==> src/rtl/dram_sched_pkg.sv <==
package dram_sched_pkg;
  typedef enum logic [2:0] {
    CMD_NOP = 3'd0,
    CMD_ACT = 3'd1,
    CMD_RD  = 3'd2,
    CMD_WR  = 3'd3,
    CMD_PRE = 3'd4
  } cmd_e;
endpackage

==> src/rtl/ds_queue.sv <==
// Age-ordered request queue: slot 0 is the oldest, removal collapses upward slots.
module ds_queue #(
  parameter int DEPTH = 8,
  parameter int ENT_W = 17,
  localparam int IDX_W = $clog2(DEPTH),
  localparam int CNT_W = $clog2(DEPTH + 1)
) (
  input  logic                             clk,
  input  logic                             rst,
  input  logic                             push,
  input  logic [ENT_W-1:0]                 push_ent,
  input  logic                             pop,
  input  logic [IDX_W-1:0]                 pop_idx,
  output logic [DEPTH-1:0][ENT_W-1:0]      ent_q,
  output logic [CNT_W-1:0]                 count,
  output logic                             full
);
  logic [ENT_W-1:0] upper [DEPTH];
  logic [CNT_W-1:0] wr_pos;

  generate
    for (genvar i = 0; i < DEPTH; i++) begin : g_up
      if (i < DEPTH - 1) begin : g_mid
        assign upper[i] = ent_q[i+1];
      end else begin : g_last
        assign upper[i] = '0;
      end
    end
  endgenerate

  assign wr_pos = count - CNT_W'(pop);
  assign full   = (count == CNT_W'(DEPTH));

  always_ff @(posedge clk) begin
    if (rst) begin
      ent_q <= '0;
      count <= '0;
    end else begin
      for (int i = 0; i < DEPTH; i++) begin
        if (push && (CNT_W'(i) == wr_pos))
          ent_q[i] <= push_ent;
        else if (pop && (i >= int'(pop_idx)))
          ent_q[i] <= upper[i];
      end
      count <= count + CNT_W'(push) - CNT_W'(pop);
    end
  end

  assert_no_overflow_R8: assert property (@(posedge clk) disable iff (rst)
    push |-> (count < CNT_W'(DEPTH)));
  assert_pop_in_range_R6: assert property (@(posedge clk) disable iff (rst)
    pop |-> (CNT_W'(pop_idx) < count));
endmodule

==> src/rtl/ds_bank.sv <==
// Per-bank open-row state and timing counters.
module ds_bank #(
  parameter int ROW_W = 8,
  parameter int T_RP  = 3,
  parameter int T_RCD = 3,
  parameter int T_RC  = 10,
  localparam int SAT_A = (T_RC > T_RCD) ? T_RC : T_RCD,
  localparam int SAT   = (SAT_A > T_RP) ? SAT_A : T_RP,
  localparam int CW    = $clog2(SAT + 1)
) (
  input  logic             clk,
  input  logic             rst,
  input  logic             do_act,
  input  logic             do_pre,
  input  logic             do_col,
  input  logic [ROW_W-1:0] act_row,
  output logic             is_open,
  output logic [ROW_W-1:0] open_row,
  output logic             act_ok,
  output logic             col_ok
);
  logic [CW-1:0] since_act;
  logic [CW-1:0] since_pre;

  always_ff @(posedge clk) begin
    if (rst) begin
      is_open   <= 1'b0;
      open_row  <= '0;
      since_act <= CW'(SAT);
      since_pre <= CW'(SAT);
    end else begin
      if (do_act) begin
        is_open   <= 1'b1;
        open_row  <= act_row;
        since_act <= CW'(1);
      end else if (since_act < CW'(SAT)) begin
        since_act <= since_act + 1'b1;
      end
      if (do_pre) begin
        is_open   <= 1'b0;
        since_pre <= CW'(1);
      end else if (since_pre < CW'(SAT)) begin
        since_pre <= since_pre + 1'b1;
      end
    end
  end

  assign act_ok = !is_open && (since_act >= CW'(T_RC)) && (since_pre >= CW'(T_RP));
  assign col_ok = is_open && (since_act >= CW'(T_RCD));

  assert_rcd_gap_R1: assert property (@(posedge clk) disable iff (rst)
    do_col |-> (is_open && since_act >= CW'(T_RCD)));
  assert_rp_gap_R3: assert property (@(posedge clk) disable iff (rst)
    do_act |-> (since_pre >= CW'(T_RP)));
  assert_act_closed_R3: assert property (@(posedge clk) disable iff (rst)
    do_act |-> !is_open);
  assert_rc_gap_R4: assert property (@(posedge clk) disable iff (rst)
    do_act |-> (since_act >= CW'(T_RC)));
  assert_pre_open_R3: assert property (@(posedge clk) disable iff (rst)
    do_pre |-> is_open);
endmodule

==> src/rtl/ds_picker.sv <==
// Chooses the single command of this cycle from queue and bank state.
module ds_picker
  import dram_sched_pkg::*;
#(
  parameter int DEPTH  = 8,
  parameter int NBANK  = 4,
  parameter int ROW_W  = 8,
  parameter int COL_W  = 6,
  localparam int BANK_W = $clog2(NBANK),
  localparam int ENT_W  = 1 + BANK_W + ROW_W + COL_W,
  localparam int IDX_W  = $clog2(DEPTH),
  localparam int CNT_W  = $clog2(DEPTH + 1)
) (
  input  logic                        policy,
  input  logic [DEPTH-1:0][ENT_W-1:0] ent_q,
  input  logic [CNT_W-1:0]            count,
  input  logic [NBANK-1:0]            bank_open,
  input  logic [ROW_W-1:0]            bank_row [NBANK],
  input  logic [NBANK-1:0]            act_ok,
  input  logic [NBANK-1:0]            col_ok,
  output cmd_e                        issue_cmd,
  output logic [BANK_W-1:0]           issue_bank,
  output logic [ROW_W-1:0]            issue_row,
  output logic [COL_W-1:0]            issue_col,
  output logic                        pop,
  output logic [IDX_W-1:0]            pop_idx
);
  logic [DEPTH-1:0] hit_rdy;
  logic             found;
  logic [IDX_W-1:0] sel;
  logic [ENT_W-1:0] pick;
  logic [BANK_W-1:0] pb;
  logic [ROW_W-1:0]  pr;

  always_comb begin
    for (int i = 0; i < DEPTH; i++) begin
      logic [BANK_W-1:0] b;
      logic [ROW_W-1:0]  r;
      b = ent_q[i][COL_W+ROW_W +: BANK_W];
      r = ent_q[i][COL_W +: ROW_W];
      hit_rdy[i] = (CNT_W'(i) < count) && bank_open[b] && (bank_row[b] == r) && col_ok[b];
    end
    found = 1'b0;
    sel   = '0;
    for (int i = DEPTH - 1; i >= 0; i--) begin
      if (hit_rdy[i]) begin
        found = 1'b1;
        sel   = IDX_W'(i);
      end
    end
  end

  always_comb begin
    issue_cmd = CMD_NOP;
    pop       = 1'b0;
    pop_idx   = '0;
    pick      = (policy && found) ? ent_q[sel] : ent_q[0];
    pb        = pick[COL_W+ROW_W +: BANK_W];
    pr        = pick[COL_W +: ROW_W];
    if (policy && found) begin
      issue_cmd = pick[ENT_W-1] ? CMD_WR : CMD_RD;
      pop       = 1'b1;
      pop_idx   = sel;
    end else if (count != '0) begin
      if (hit_rdy[0]) begin
        issue_cmd = pick[ENT_W-1] ? CMD_WR : CMD_RD;
        pop       = 1'b1;
      end else if (bank_open[pb] && (bank_row[pb] != pr)) begin
        issue_cmd = CMD_PRE;
      end else if (!bank_open[pb] && act_ok[pb]) begin
        issue_cmd = CMD_ACT;
      end
    end
    issue_bank = pb;
    issue_row  = pr;
    issue_col  = pick[COL_W-1:0];
  end
endmodule

==> src/rtl/dram_sched.sv <==
module dram_sched
  import dram_sched_pkg::*;
#(
  parameter int NBANK = 4,
  parameter int ROW_W = 8,
  parameter int COL_W = 6,
  parameter int DEPTH = 8,
  parameter int T_RP  = 3,
  parameter int T_RCD = 3,
  parameter int T_RC  = 10,
  localparam int BANK_W = $clog2(NBANK),
  localparam int ADDR_W = (ROW_W > COL_W) ? ROW_W : COL_W,
  localparam int ENT_W  = 1 + BANK_W + ROW_W + COL_W,
  localparam int IDX_W  = $clog2(DEPTH),
  localparam int CNT_W  = $clog2(DEPTH + 1)
) (
  input  logic              clk,
  input  logic              rst,
  input  logic              policy,
  input  logic              req_valid,
  output logic              req_ready,
  input  logic              req_write,
  input  logic [BANK_W-1:0] req_bank,
  input  logic [ROW_W-1:0]  req_row,
  input  logic [COL_W-1:0]  req_col,
  output logic [2:0]        cmd,
  output logic [BANK_W-1:0] cmd_bank,
  output logic [ADDR_W-1:0] cmd_addr,
  output logic              done,
  output logic              done_write,
  output logic [BANK_W-1:0] done_bank,
  output logic [ROW_W-1:0]  done_row,
  output logic [COL_W-1:0]  done_col
);
  logic                        push, pop, full;
  logic [IDX_W-1:0]            pop_idx;
  logic [DEPTH-1:0][ENT_W-1:0] ent_q;
  logic [CNT_W-1:0]            count;
  cmd_e                        issue_cmd;
  logic [BANK_W-1:0]           issue_bank;
  logic [ROW_W-1:0]            issue_row;
  logic [COL_W-1:0]            issue_col;
  logic [NBANK-1:0]            bank_open, act_ok, col_ok;
  logic [ROW_W-1:0]            bank_row [NBANK];
  logic [ROW_W-1:0]            cmd_row_q;

  assign req_ready = !full;
  assign push      = req_valid && !full;

  ds_queue #(.DEPTH(DEPTH), .ENT_W(ENT_W)) u_queue (
    .clk(clk), .rst(rst), .push(push),
    .push_ent({req_write, req_bank, req_row, req_col}),
    .pop(pop), .pop_idx(pop_idx), .ent_q(ent_q), .count(count), .full(full)
  );

  ds_picker #(.DEPTH(DEPTH), .NBANK(NBANK), .ROW_W(ROW_W), .COL_W(COL_W)) u_picker (
    .policy(policy), .ent_q(ent_q), .count(count),
    .bank_open(bank_open), .bank_row(bank_row), .act_ok(act_ok), .col_ok(col_ok),
    .issue_cmd(issue_cmd), .issue_bank(issue_bank), .issue_row(issue_row),
    .issue_col(issue_col), .pop(pop), .pop_idx(pop_idx)
  );

  generate
    for (genvar b = 0; b < NBANK; b++) begin : g_bank
      logic sel_b;
      assign sel_b = (issue_bank == BANK_W'(b));
      ds_bank #(.ROW_W(ROW_W), .T_RP(T_RP), .T_RCD(T_RCD), .T_RC(T_RC)) u_bank (
        .clk(clk), .rst(rst),
        .do_act(sel_b && issue_cmd == CMD_ACT),
        .do_pre(sel_b && issue_cmd == CMD_PRE),
        .do_col(sel_b && (issue_cmd == CMD_RD || issue_cmd == CMD_WR)),
        .act_row(issue_row),
        .is_open(bank_open[b]), .open_row(bank_row[b]),
        .act_ok(act_ok[b]), .col_ok(col_ok[b])
      );
    end
  endgenerate

  always_ff @(posedge clk) begin
    if (rst) begin
      cmd        <= CMD_NOP;
      cmd_bank   <= '0;
      cmd_addr   <= '0;
      cmd_row_q  <= '0;
      done       <= 1'b0;
      done_write <= 1'b0;
      done_bank  <= '0;
      done_row   <= '0;
      done_col   <= '0;
    end else begin
      cmd       <= issue_cmd;
      cmd_bank  <= issue_bank;
      cmd_row_q <= issue_row;
      case (issue_cmd)
        CMD_ACT:        cmd_addr <= ADDR_W'(issue_row);
        CMD_RD, CMD_WR: cmd_addr <= ADDR_W'(issue_col);
        default:        cmd_addr <= '0;
      endcase
      done       <= (cmd == CMD_RD) || (cmd == CMD_WR);
      done_write <= (cmd == CMD_WR);
      done_bank  <= cmd_bank;
      done_row   <= cmd_row_q;
      done_col   <= cmd_addr[COL_W-1:0];
    end
  end

  assert_done_follows_col_R9: assert property (@(posedge clk) disable iff (rst)
    (cmd == CMD_RD || cmd == CMD_WR) |=> (done && done_bank == $past(cmd_bank)));
  assert_done_single_R9: assert property (@(posedge clk) disable iff (rst)
    done |=> !done || $past(cmd == CMD_RD || cmd == CMD_WR));
endmodule

==> config.mk <==
export PLATFORM = sky130hd
export DESIGN_NAME = dram_sched
export DESIGN_NICKNAME = d
export VERILOG_FILES = /design/src/rtl/dram_sched_pkg.sv /design/src/rtl/ds_queue.sv /design/src/rtl/ds_bank.sv /design/src/rtl/ds_picker.sv /design/src/rtl/dram_sched.sv
export SDC_FILE = /design/constraint.sdc
export NUM_CORES = 1
export LEC_CHECK = 0
export ABC_AREA = 1
export BUFFER_PORTS_ARGS = -buffer_cell sky130_fd_sc_hd__buf_2
export CAP_MARGIN = 5
export CELL_PAD_IN_SITES_DETAIL_PLACEMENT = 1
export CELL_PAD_IN_SITES_GLOBAL_PLACEMENT = 1
export CORE_MARGIN = 1
export CORE_UTILIZATION = 49
export DETAILED_ROUTE_END_ITERATION = 12
export PLACE_DENSITY_LB_ADDON = 0.05
export SETUP_SLACK_MARGIN = 0.3
export SLEW_MARGIN = 5
export SYNTH_ARGS = -nofsm -noshare
export SYNTH_HDL_FRONTEND = slang
export SYNTH_HIERARCHICAL = 1
export SYNTH_SLANG_ARGS = --single-unit
==> constraint.sdc <==
create_clock -name clk -period 13.85 [get_ports clk]
set_clock_uncertainty 0.15 [all_clocks]
set_input_delay 0 -clock clk [delete_from_list [all_inputs] [get_ports clk]]
set_output_delay 0 -clock clk [all_outputs]
set_load 0.05 [all_outputs]
==> impl_results.md, run 1 <==
- Gr usage total: a little over two fifths
- Die area: ~0.036 mm²
- Filler cells: 4834
- Final WL: 77.6 mm
- DP Wirelength: 51.9 mm
- Total grt overflow: 0
- Area growth, synth to finish: 6.91%
- TritonCTS buffer count: 29
- CP max-delay cell: a21oi_2
- First-pass detailed-route iteration total: 6
- Pwr Total: around 0.0034 W
- Synth Area per Inst: 6.19 µm²
- Share of cells above drive strength 1: between 8 and 9%
- Crit share post-route: a little under three fifths
- Core area: between 0.03 and 0.04 mm²
- CP peak stage delay: between 0.9 and 1 ns
- Setup Viol. Count Final: 0
- Nature of the critical path startpoint: flip-flop
- Non-filler cells, final: 3219
- First-pass GRT wire length: approximately 120 mm
- Crit. End Element: flip-flop
- Initial antenna violation count: 1
- Gpl congestion: approximately 1
- Clk slew on worst S/H paths: 0.07 ns
- LEAKAGE: 7.76 nW
- MaxCap Viol Count: 0
- WL per Instance: approximately 24 µm
- Final #Nets: roughly 2800
- R2R Path Start: g_bank[3].u_bank/since_act[1]
- Post-Syn Nets: between 2000 and 3000
- Result of the run: completed
- Slew @ Worst Pin: between 1 and 1.5 ns
- Worst Path Arrival: about 8.2 ns
- Critical Path RT: 14.21 ns
- Most frequent CP cell: nand2_1
- Post CTS Setup Buffer Count: 0
- Die Ht: between 150 and 200 µm
- 1st-iter DRT viols: 1893
- Cell area after synthesis: 0.0174 mm²
- Hold slack: between 0.1 and 0.15 ns
- Final Hold Fails: 0
- Reg2Reg Setup Slack: 6.03 ns
- Reg2Reg Depth: 36
- Fmax: about 130 MHz
- Cells after synthesis: between 2000 and 3000
- Via Count: about 20000
- # rows: 68
- Hold path depth: 6
- Setup_tns: 0 ns
- Crit path time final: approximately 8 ns
- Initial Utilization: 50.0%
- Worst vdd rail ir drop: 0.136 mV
- Die X: approximately 190 µm
- I/O pin total: 53
- Clock latency on the worst-skew pair: about 0.59 ns
- Vias/cell: ~6.3
- DRC: 0
- Largest net degree at the start of global routing: just under 100
- Power density over the cells: between 150 and 200 mW/mm²
- Hold Path Class: in2reg
- Clock Sinks: 247
- Vias in the first global route: about 21000
- Clock Tree Buf Depth: 3
- FF-to-FF End: g_bank[1].u_bank/since_act[0]
- Final Max Slew Viols: 0
- Worst hold endpoint: cmd[1]
- RSZ-0062 raised after global routing: false
- Core Util, Final: roughly 54%
- Relative slew slack: about 18%
- Min-delay src: policy
- CTS tree: built
- Top fanout value on the critical path: 23
- Root Buffer: clkbuf_16
- Post-route ant nets: 0
- Critical path class: reg2reg
- Port-buffer cells: 52
- CTS H-Tree Depth: 1
- Yosys warning total: 6
- Dpl cells: 3135
per-stage QoR:
stage               cell area, µm²  setup slack [ns]
CTS                          18600              6.35
detailed placement           17300              6.40
global placement             17300              6.73
global route                 18600              5.73
finish                       18600              6.03
floorplan                    17400              9.46
per-layer routing:
layer / routed length, µm / track usage, % / part of all wire [%] / up-vias
met5: 0 / 0 / 0 / -
met4: 5250 / 27.3 / 6.8 / 0
met3: 5910 / 6.40 / 7.6 / 304
met2: 36100 / 70.1 / 47 / 970
met1: 30400 / 51.3 / 39 / 9909
li1: - / - / - / 9203
worst max path at each step:
| stage | cells past startpoint | end | slack [ns] | start |
|---|---|---|---|---|
| floorplan | 28 | g_bank[0].u_bank/since_pre[1] | 9.46 | g_bank[1].u_bank/since_act[1] |
| global placement | 34 | g_bank[3].u_bank/since_act[1] | 6.73 | g_bank[3].u_bank/is_open |
| global route | 36 | g_bank[1].u_bank/since_act[0] | 5.73 | g_bank[3].u_bank/since_act[1] |
| CTS | 36 | g_bank[1].u_bank/since_act[0] | 6.35 | g_bank[3].u_bank/since_act[1] |
| finish | 36 | g_bank[1].u_bank/since_act[0] | 6.03 | g_bank[3].u_bank/since_act[1] |
| detailed placement | 35 | g_bank[1].u_bank/since_act[0] | 6.40 | g_bank[3].u_bank/is_open |
final cells by class:
class	instances	area (µm²)	area share (%)
Sequential cell	247	4940	26.6
Tap cell	455	569	3.07
Clock buffer	38	779	4.20
Antenna cell	2	5.00	0.0269
Multi-Input combinational cell	2163	10600	57.0
Clock inverter	9	120	0.647
Timing Repair Buffer	106	759	4.09
Inverter	199	806	4.34
power by group:
group          internal [W]  switching (W)
sequential         0.000841       0.000252
clock              0.000432       0.000321
combinational      0.000442        0.00115
total               0.00171        0.00173
layout by cell type, fill, tap and decap left out, types with 18 or more instances in the layout:
cell type	count
nor2_1	225
buf_2	51
inv_1	153
dlygate4sd3_1	35
nand3_1	323
xnor2_1	18
nand2_1	825
xor2_1	23
a21oi_1	236
buf_4	19
ha_1	21
o21ai_0	123
nand4_1	159
dfxtp_1	247
inv_2	38
o21ai_1	56
o211ai_1	28
clkbuf_16	29
registers in the layout, summed over array words and instances (netlist names), 6 cells and up:
signal,flops
g_bank.u_bank/open_row,32
done_row,8
cmd_row_q,8
done_col,6
g_bank.u_bank/since_pre,16
g_bank.u_bank/since_act,16
cmd_addr,8
u_queue/ent_q,136
worst max-delay path: cells and delay by family, from the launching register on:
family	cells	cell delay (ns)
flip-flops	1	0.44
AND/OR/NAND/NOR	27	4.03
AO/OA/AOI/OAI	2	1.64
adder cells (fa/ha/maj)	1	0.23
buffers and inverters	6	1.23
repair_timing:
action,in CTS,in global routing
endpoints found under the hold margin,178,0
setup endpoints to repair,0,0
gates resized for setup,0,0
hold buffers,35,0
Note: power is estimated with default switching activity, not from simulation.
==> run 2, diff against run 1 <==
- ABC_AREA: 1 -> 0
- CORE_UTILIZATION: 49 -> 45
- clock period: 13.85 -> 7.12 ns (I/O delays scaled with it)
==> run 2 against run 1 <==
Sequential power increased by 77%. Sequential share of layout area increased by 0.64 points. Critical path type unchanged. Fmax increased by 19%. Flip-flop and latch count unchanged. Worst setup slack got worse by 5.5 ns. Critical endpoint is now g_bank[1].u_bank/open_row[2]. Largest power group unchanged. Synthesized cell count decreased by 37%. Worst hold slack got worse by 0.059 ns. Design area decreased by 2.3%. Combinational power increased by 46%. Clock power increased by 110%.
==> impl_results.md, run 2 <==
- Result of the run: completed
- Crit share post-route: 92.5% (+36 points)
- CP peak stage delay: 0.61 ns (-0.36 ns)
- DP Wirelength: 44.1 mm (-15%)
- CP cell instances: ha_1, o31a_1, and2_1, mux4_2, o21ai_0, or4_1, o211ai_1, a21o_1, inv_4, buf_4, nand2_1, o221ai_2, or4_1, a2111oi_1, nor2_1, o311a_1, or3b_4, nor2_1, buf_4, mux2i_1, nor2_1
- Crit. End Element: flip-flop
- Post CTS Setup Buffer Count: 0 (unchanged)
- Area growth, synth to finish: 11.3%
- Comb power frac: 40.0% (-6.3 points)
- # rows: 69 (+1.5%)
- DRC: 0 (unchanged)
- Top fanout value on the critical path: 23 (unchanged)
- Yosys warning total: 6 (unchanged)
- Power density over the cells: 319 mW/mm² (+72%)
- I/O pin total: 53 (unchanged)
- WL per Instance: 28.0 µm (+16%)
- Core Util, Final: 51.0% (-2.5 points)
- Final #Nets: 1832 (-34%)
- Die X: 192 µm (+1.1%)
- Clock Sinks: 247 (unchanged)
- Net switching fraction of the power: 40.3% (-9.9 points)
- CP delay by family, top: simple AND/OR/NAND/NOR gates
- MaxCap Viol Count: 0 (unchanged)
- Net load switching power: 0.00233 W (+35%)
- Clk pwr share: 26.7% (+4.8 points)
- Antenna cell count: 0 (-2)
- Worst Path Arrival: 6.85 ns (-1.33 ns)
- Die area: 0.0370 mm² (+2.1%)
- Total grt overflow: 0 (unchanged)
- Gpl congestion: 0.985 (-0.50%)
- Final Hold Fails: 0 (unchanged)
- Clk slew on worst S/H paths: 0.06 ns (about the same)
- Most common cell after layout, fill and taps aside: mux2i_1
- Share of cells above drive strength 1: 17.6% (+9.3 points)
- First-pass GRT wire length: 93.3 mm (-22%)
- Most frequent CP cell: nor2_1
- Setup Viol. Count Final: 0 (unchanged)
- Initial antenna violation count: 1 (unchanged)
- 1st-iter DRT viols: 1153 (-39%)
- Critical path class: reg2reg
- Clock Tree Buf Depth: 3 (unchanged)
- Cells after synthesis: 1757 (-37%)
- Power Internal: 0.00346 W (+100%)
- Most flop-heavy register: u_queue/ent_q
- Via Count: 14544 (-29%)
- Initial Utilization: 45.8% (-4.2 points)
- Setup_tns: 0 ns (unchanged)
- CP max-delay cell: or4_1
- Vias/cell: 6.40 (+1.1%)
- Post-Syn Nets: 1800 (-37%)
- Slew @ Worst Pin: 1.20 ns (-0.0331 ns)
- Post-route ant nets: 0 (unchanged)
- Port-buffer cells: 52 (unchanged)
- WP buf/inv: 3 (-3)
- TritonCTS buffer count: 29 (unchanged)
- Relative slew slack: 20.1% (+2.2 points)
- Synth Area per Inst: 9.28 µm² (+50%)
- Vias in the first global route: 14500 (-30%)
- Worst vdd rail ir drop: 0.223 mV (+64%)
- Final WL: 63.6 mm (-18%)
- Root Buffer: clkbuf_16
- Hold Path Class: in2reg
- Die Ht: 192 µm (+1.1%)
- Clock latency on the worst-skew pair: 0.57 ns (-0.02 ns)
- Fmax: 152 MHz (+19%)
- Critical Path RT: 7.38 ns (-6.83 ns)
- Nature of the critical path startpoint: flip-flop
- Pwr Total: 0.00579 W (+68%)
- Max reg flops: 136 (unchanged)
- Gr usage total: 34.2% (-8.3 points)
- Crit path time final: 6.58 ns (-1.23 ns)
- Core area: 0.0356 mm² (+2.5%)
- LEAKAGE: 6.96 nW (-10%)
- Cell area after synthesis: 0.0163 mm² (-6.2%)
- First-pass detailed-route iteration total: 6 (unchanged)
- Most frequent cells in the layout: 266 x mux2i_1, 246 x dfxtp_1, 151 x nand2_1
- RSZ-0062 raised after global routing: false
- CTS tree: built
- Largest net degree at the start of global routing: 139 (+43%)
- Biggest regs: u_queue/ent_q (136), g_bank.u_bank/open_row (32)
- Final Max Slew Viols: 0 (unchanged)
- Sequential Power Share: 33.3% (+1.5 points)
- CTS H-Tree Depth: 1 (unchanged)
[run 2: area by class of cell]
cell class / count / area, µm²
Fill cell: 4050 / 17400
Multi-Input combinational cell: 1293 / 10300
Sequential cell: 247 / 4950
Timing Repair Buffer: 151 / 1090
Clock buffer: 46 / 860
Tap cell: 461 / 577
Inverter: 67 / 254
Clock inverter: 7 / 114
[run 2: tightest hold or removal path: cells and delay by family]
family / cells / cell delay [ns]
multiplexers: 1 / 0.27
buffers and inverters: 1 / 0.08
AND/OR/NAND/NOR: 1 / 0.41
[run 2: routing by layer]
metal / up-vias / GRT usage (%) / share of wire [%]
met3: 178 / 5.35 / 6.3
li1: 6377 / - / -
met1: 7406 / 44.6 / 43
met5: - / 0 / 0.020
met4: 2 / 15.3 / 4.9
met2: 581 / 55.5 / 46
[run 2: path summary, 6_finish.rpt]
| path | start | end | slack (ns) | depth (start not counted) |
|---|---|---|---|---|
| max | g_bank[3].u_bank/since_act[1] | g_bank[1].u_bank/open_row[2] | 0.54 | 21 |
| min | req_row[6] | u_queue/ent_q[46] | 0.09 | 3 |
| max reg2reg | g_bank[3].u_bank/since_act[1] | g_bank[1].u_bank/open_row[2] | 0.54 | 21 |
| min reg2reg | cmd_row_q[7] | done_row[7] | 0.29 | 1 |
[run 2: power by group through the flow]
| stage | logic [W] | clock network (W) | registers [W] |
|---|---|---|---|
| 3_5_place_dp | 0.00225 | 0 | 0.00194 |
| 2_1_floorplan | 0.00168 | 0 | 0.00183 |
| 5_1_grt | 0.00247 | 0.00163 | 0.00195 |
| 4_1_cts | 0.00228 | 0.00157 | 0.00191 |
| 3_3_place_gp | 0.00221 | 0 | 0.00193 |
| 6_report | 0.00232 | 0.00155 | 0.00193 |
[run 2: through the flow]
step	hold WS, ns	std cells	worst slack, ns	instance area [µm²]
floorplan	-0.0709	1757	1.33	16300
global placement	0.268	2201	0.673	16900
detailed placement	0.278	2201	0.719	17000
CTS	0.0590	2272	0.641	18100
global route	0.0555	2272	0.302	18100
finish	0.0881	2272	0.536	18100
[run 2: what timing repair did]
item	in CTS	in global routing
setup endpoints to repair	0	38
resized for setup	0	8
hold buffers	18	0
hold endpoints to repair	165	0
==> run 3, diff against run 2 <==
- CORE_UTILIZATION: 45 -> 44
- SYNTH_HIERARCHICAL: 1 -> default
==> run 3 against run 2 <==
Worst setup slack improved by 0.088 ns. Critical path type unchanged. Highest routed layer is now met4. Via count shrank 0.88%. Critical path depth fell by 5. Count of clock-buffer cells in the layout is 15 lower. Total power increased by 52%.
==> impl_results.md, run 3 <==
- Port-buffer cells: 52 (unchanged)
- CP cell instances: mux4_2, xnor2_1, nand3_1, a2111oi_2, a31oi_1, o31a_1, nor2_8, mux2_2, o221ai_4, buf_4, mux2i_1, and3_1, o31ai_1, a221oi_1, nor2_1, nor2_1
- Final WL: 63.3 mm (-0.37%)
- Yosys warning total: 0 (-6)
- Setup Viol. Count Final: 0 (unchanged)
- Synth area leaders: dfxtp_1 31%, mux2i_1 16%, a211oi_1 6.6%
- Top cell type's share of synthesized area: a little under a third
- Clock Tree Buf Depth: 3 (unchanged)
- DRC: 0 (unchanged)
- Worst vdd rail ir drop: 0.305 mV (+37%)
- Vias in the first global route: 14233 (-1.8%)
- Vias/cell: 6.45 (+0.76%)
- Synth Area per Inst: 8.82 µm² (-4.9%)
- Post-route ant nets: 0 (unchanged)
- Nature of the critical path startpoint: flip-flop
- Die X: 192 µm (-0.40%)
- Fmax: 154 MHz (+1.4%)
- Sequential fraction of the synthesis area: around 31%
- CP delay by family, top: compound AO/OA/AOI/OAI gates
- Biggest regs: u_queue.ent_q (136), g_bank.u_bank.open_row (32)
- CTS H-Tree Depth: 1 (unchanged)
- Critical path class: reg2reg
- Xor and xnor area share after synthesis: around 6.0%
- R2R Path Start: u_queue.ent_q[134]
- Most frequent cells in the layout: 246 x dfxtp_1, 245 x mux2i_1, 188 x nor2_1
- Post-synth EDFFs: 0
- Primary FF master, synth: dfxtp_1
- Die area: 0.0367 mm² (-0.80%)
- LEAKAGE: 6.12 nW (-12%)
- Crit. End Element: flip-flop
- Mux contribution to synthesized area: around 22%
- Gpl congestion: 1.02 (+3.1%)
- Simple-gate share of the synthesized area: between 10% and 20%
- Slew @ Worst Pin: 1.01 ns (-0.189 ns)
- Result of the run: completed
- Final #Nets: 1793 (-2.1%)
- Post-synth top cells: 247 x dfxtp_1, 245 x mux2i_1, 189 x nor2_1
- Worst setup path start: u_queue.ent_q[134]
- Post-synth ARST share: 0%
- Filler cells: 4070 (+0.49%)
- # rows: 69 (unchanged)
- Clock latency on the worst-skew pair: 0.59 ns (+0.02 ns)
- Root Buffer: clkbuf_16
- Cell area after synthesis: 0.0158 mm² (-3.0%)
- MaxCap Viol Count: 0 (unchanged)
- Power Internal: 0.00451 W (+30%)
- Largest family of logic cells by synthesized area: multiplexers
- Share of cells above drive strength 1: 14.0% (-3.6 points)
- CTS tree: built
- First-pass GRT wire length: 93.1 mm (-0.19%)
- Top fanout value on the critical path: 26 (+13%)
- Most frequent CP cell: nor2_1
- Power density over the cells: 503 mW/mm² (+58%)
- WL per Instance: 28.3 µm (+1.3%)
- Most flop-heavy register: u_queue.ent_q
- Yosys cell types: 85
- Crit path time final: 6.50 ns (-0.0880 ns)
- DP Wirelength: 43.3 mm (-1.7%)
- Core area: 0.0355 mm² (-0.24%)
- Final Max Slew Viols: 0 (unchanged)
- WP buf/inv: 1 (-2)
- Post-Synth Adder-Cell Area: 1.79%
- Net switching fraction of the power: 48.8% (+8.5 points)
- TritonCTS buffer count: 29 (unchanged)
- CP peak stage delay: 0.94 ns (+0.33 ns)
- Total grt overflow: 0 (unchanged)
- Initial Utilization: 44.6% (-1.3 points)
- Die Ht: 192 µm (-0.40%)
- Sequential Power Share: 29.1% (-4.2 points)
- Final Hold Fails: 0 (unchanged)
- Cell taking the most area after synthesis: dfxtp_1
- Worst Path Arrival: 6.84 ns (about the same)
- Critical Path RT: 7.47 ns (+0.09 ns)
- Clk slew on worst S/H paths: 0.06 ns (about the same)
- Hold Path Class: in2reg
- Initial antenna violation count: 0 (-1)
- Setup_tns: 0 ns (unchanged)
- Via Count: 14416 (-0.88%)
- Cells after synthesis: 1792 (+2.0%)
- Synth Area in Compound Gates: around 18%
- CP max-delay cell: dfxtp_1
- First-pass detailed-route iteration total: 6 (unchanged)
- Most common cell in the netlist: dfxtp_1
- Flops & latches, synth: ~250
- Area growth, synth to finish: 10.5%
- RSZ-0062 raised after global routing: false
- Net load switching power: 0.00429 W (+84%)
- Min-delay src: req_valid
- Core Util, Final: 49.2% (-1.8 points)
- I/O pin total: 53 (unchanged)
- Crit share post-route: 91.2% (-1.2 points)
- Pwr Total: 0.00879 W (+52%)
- Clock Sinks: 247 (unchanged)
- Post-Syn Nets: 1835 (+1.9%)
- Most common cell after layout, fill and taps aside: dfxtp_1
- Max reg flops: 136 (unchanged)
- Comb power frac: 52.1% (+12 points)
- Clk pwr share: 18.8% (-7.9 points)
- Largest net degree at the start of global routing: 88 (-37%)
- 1st-iter DRT viols: 1216 (+5.5%)
- Relative slew slack: 32.7% (+13 points)
- Gr usage total: 34.4% (+0.27 points)
-- run 3: kinds of logic (layout without fill, tap and decap cells) --
family,count (synthesis),in the layout
adders and majority gates,22,22
DFF,247,247
other,0,1
and+or+nand+nor,484,484
buffers and inverters,222,203
AOI/OAI and AO/OA,405,405
xor gates and xnor gates,108,108
muxes,304,304
-- run 3: repair_timing --
| item | CTS | global route |
|---|---|---|
| endpoints found under the setup margin | 0 | 1 |
| hold buffers | 20 | 0 |
| setup buffers | 0 | 0 |
| hold endpoints to repair | 174 | 0 |
| gates resized for setup | 0 | 1 |
-- run 3: worst paths after layout --
path,end,slack (ns),cells after the start
hold reg to reg,done_row[7],0.30,1
setup / recovery,cmd_addr[0],0.62,16
setup reg to reg,cmd_addr[0],0.62,16
hold / removal,u_queue.count[0],0.12,5
-- run 3: per-layer routing --
metal | routed length, µm | GRT usage (%)
met5 | 0 | 0
met4 | 2930 | 14.5
met3 | 4420 | 5.56
met2 | 28500 | 54.3
met1 | 27400 | 46.5
-- run 3: tightest hold or removal path, cell delays in order --
cell,delay (ns)
buf_2,0.13
nand2_1,0.22
inv_1,0.20
ha_1,0.14
nor2b_1,0.12
-- run 3: power groups by stage --
stage          combinational [W]  sequential (W)  clock [W]
2_1_floorplan            0.00340         0.00215          0
3_3_place_gp             0.00438         0.00254          0
3_5_place_dp             0.00449         0.00254          0
4_1_cts                  0.00453         0.00252    0.00168
5_1_grt                  0.00492         0.00258    0.00173
6_report                 0.00458         0.00256    0.00165
-- run 3: area by class of cell --
cell class	count	area (µm²)	share of cell area, %
clock buffer	31	753	4.31
inverter	32	120	0.687
sequential	247	4950	28.3
antenna	1	2.50	0.0143
multi-input combinational	1323	9950	56.9
tap	461	577	3.30
clock inverter	23	297	1.70
timing repair buffer	117	830	4.75
-- run 3: through the flow --
stage / cells / cell area [µm²] / worst slack, ns / hold WS [ns]
floorplan: 1792 / 15800 / 2.19 / 0.165
global placement: 2160 / 16200 / 0.737 / 0.171
detailed placement: 2160 / 16200 / 0.676 / 0.184
CTS: 2234 / 17500 / 0.634 / 0.0837
global route: 2234 / 17500 / 0.368 / 0.131
finish: 2235 / 17500 / 0.624 / 0.115
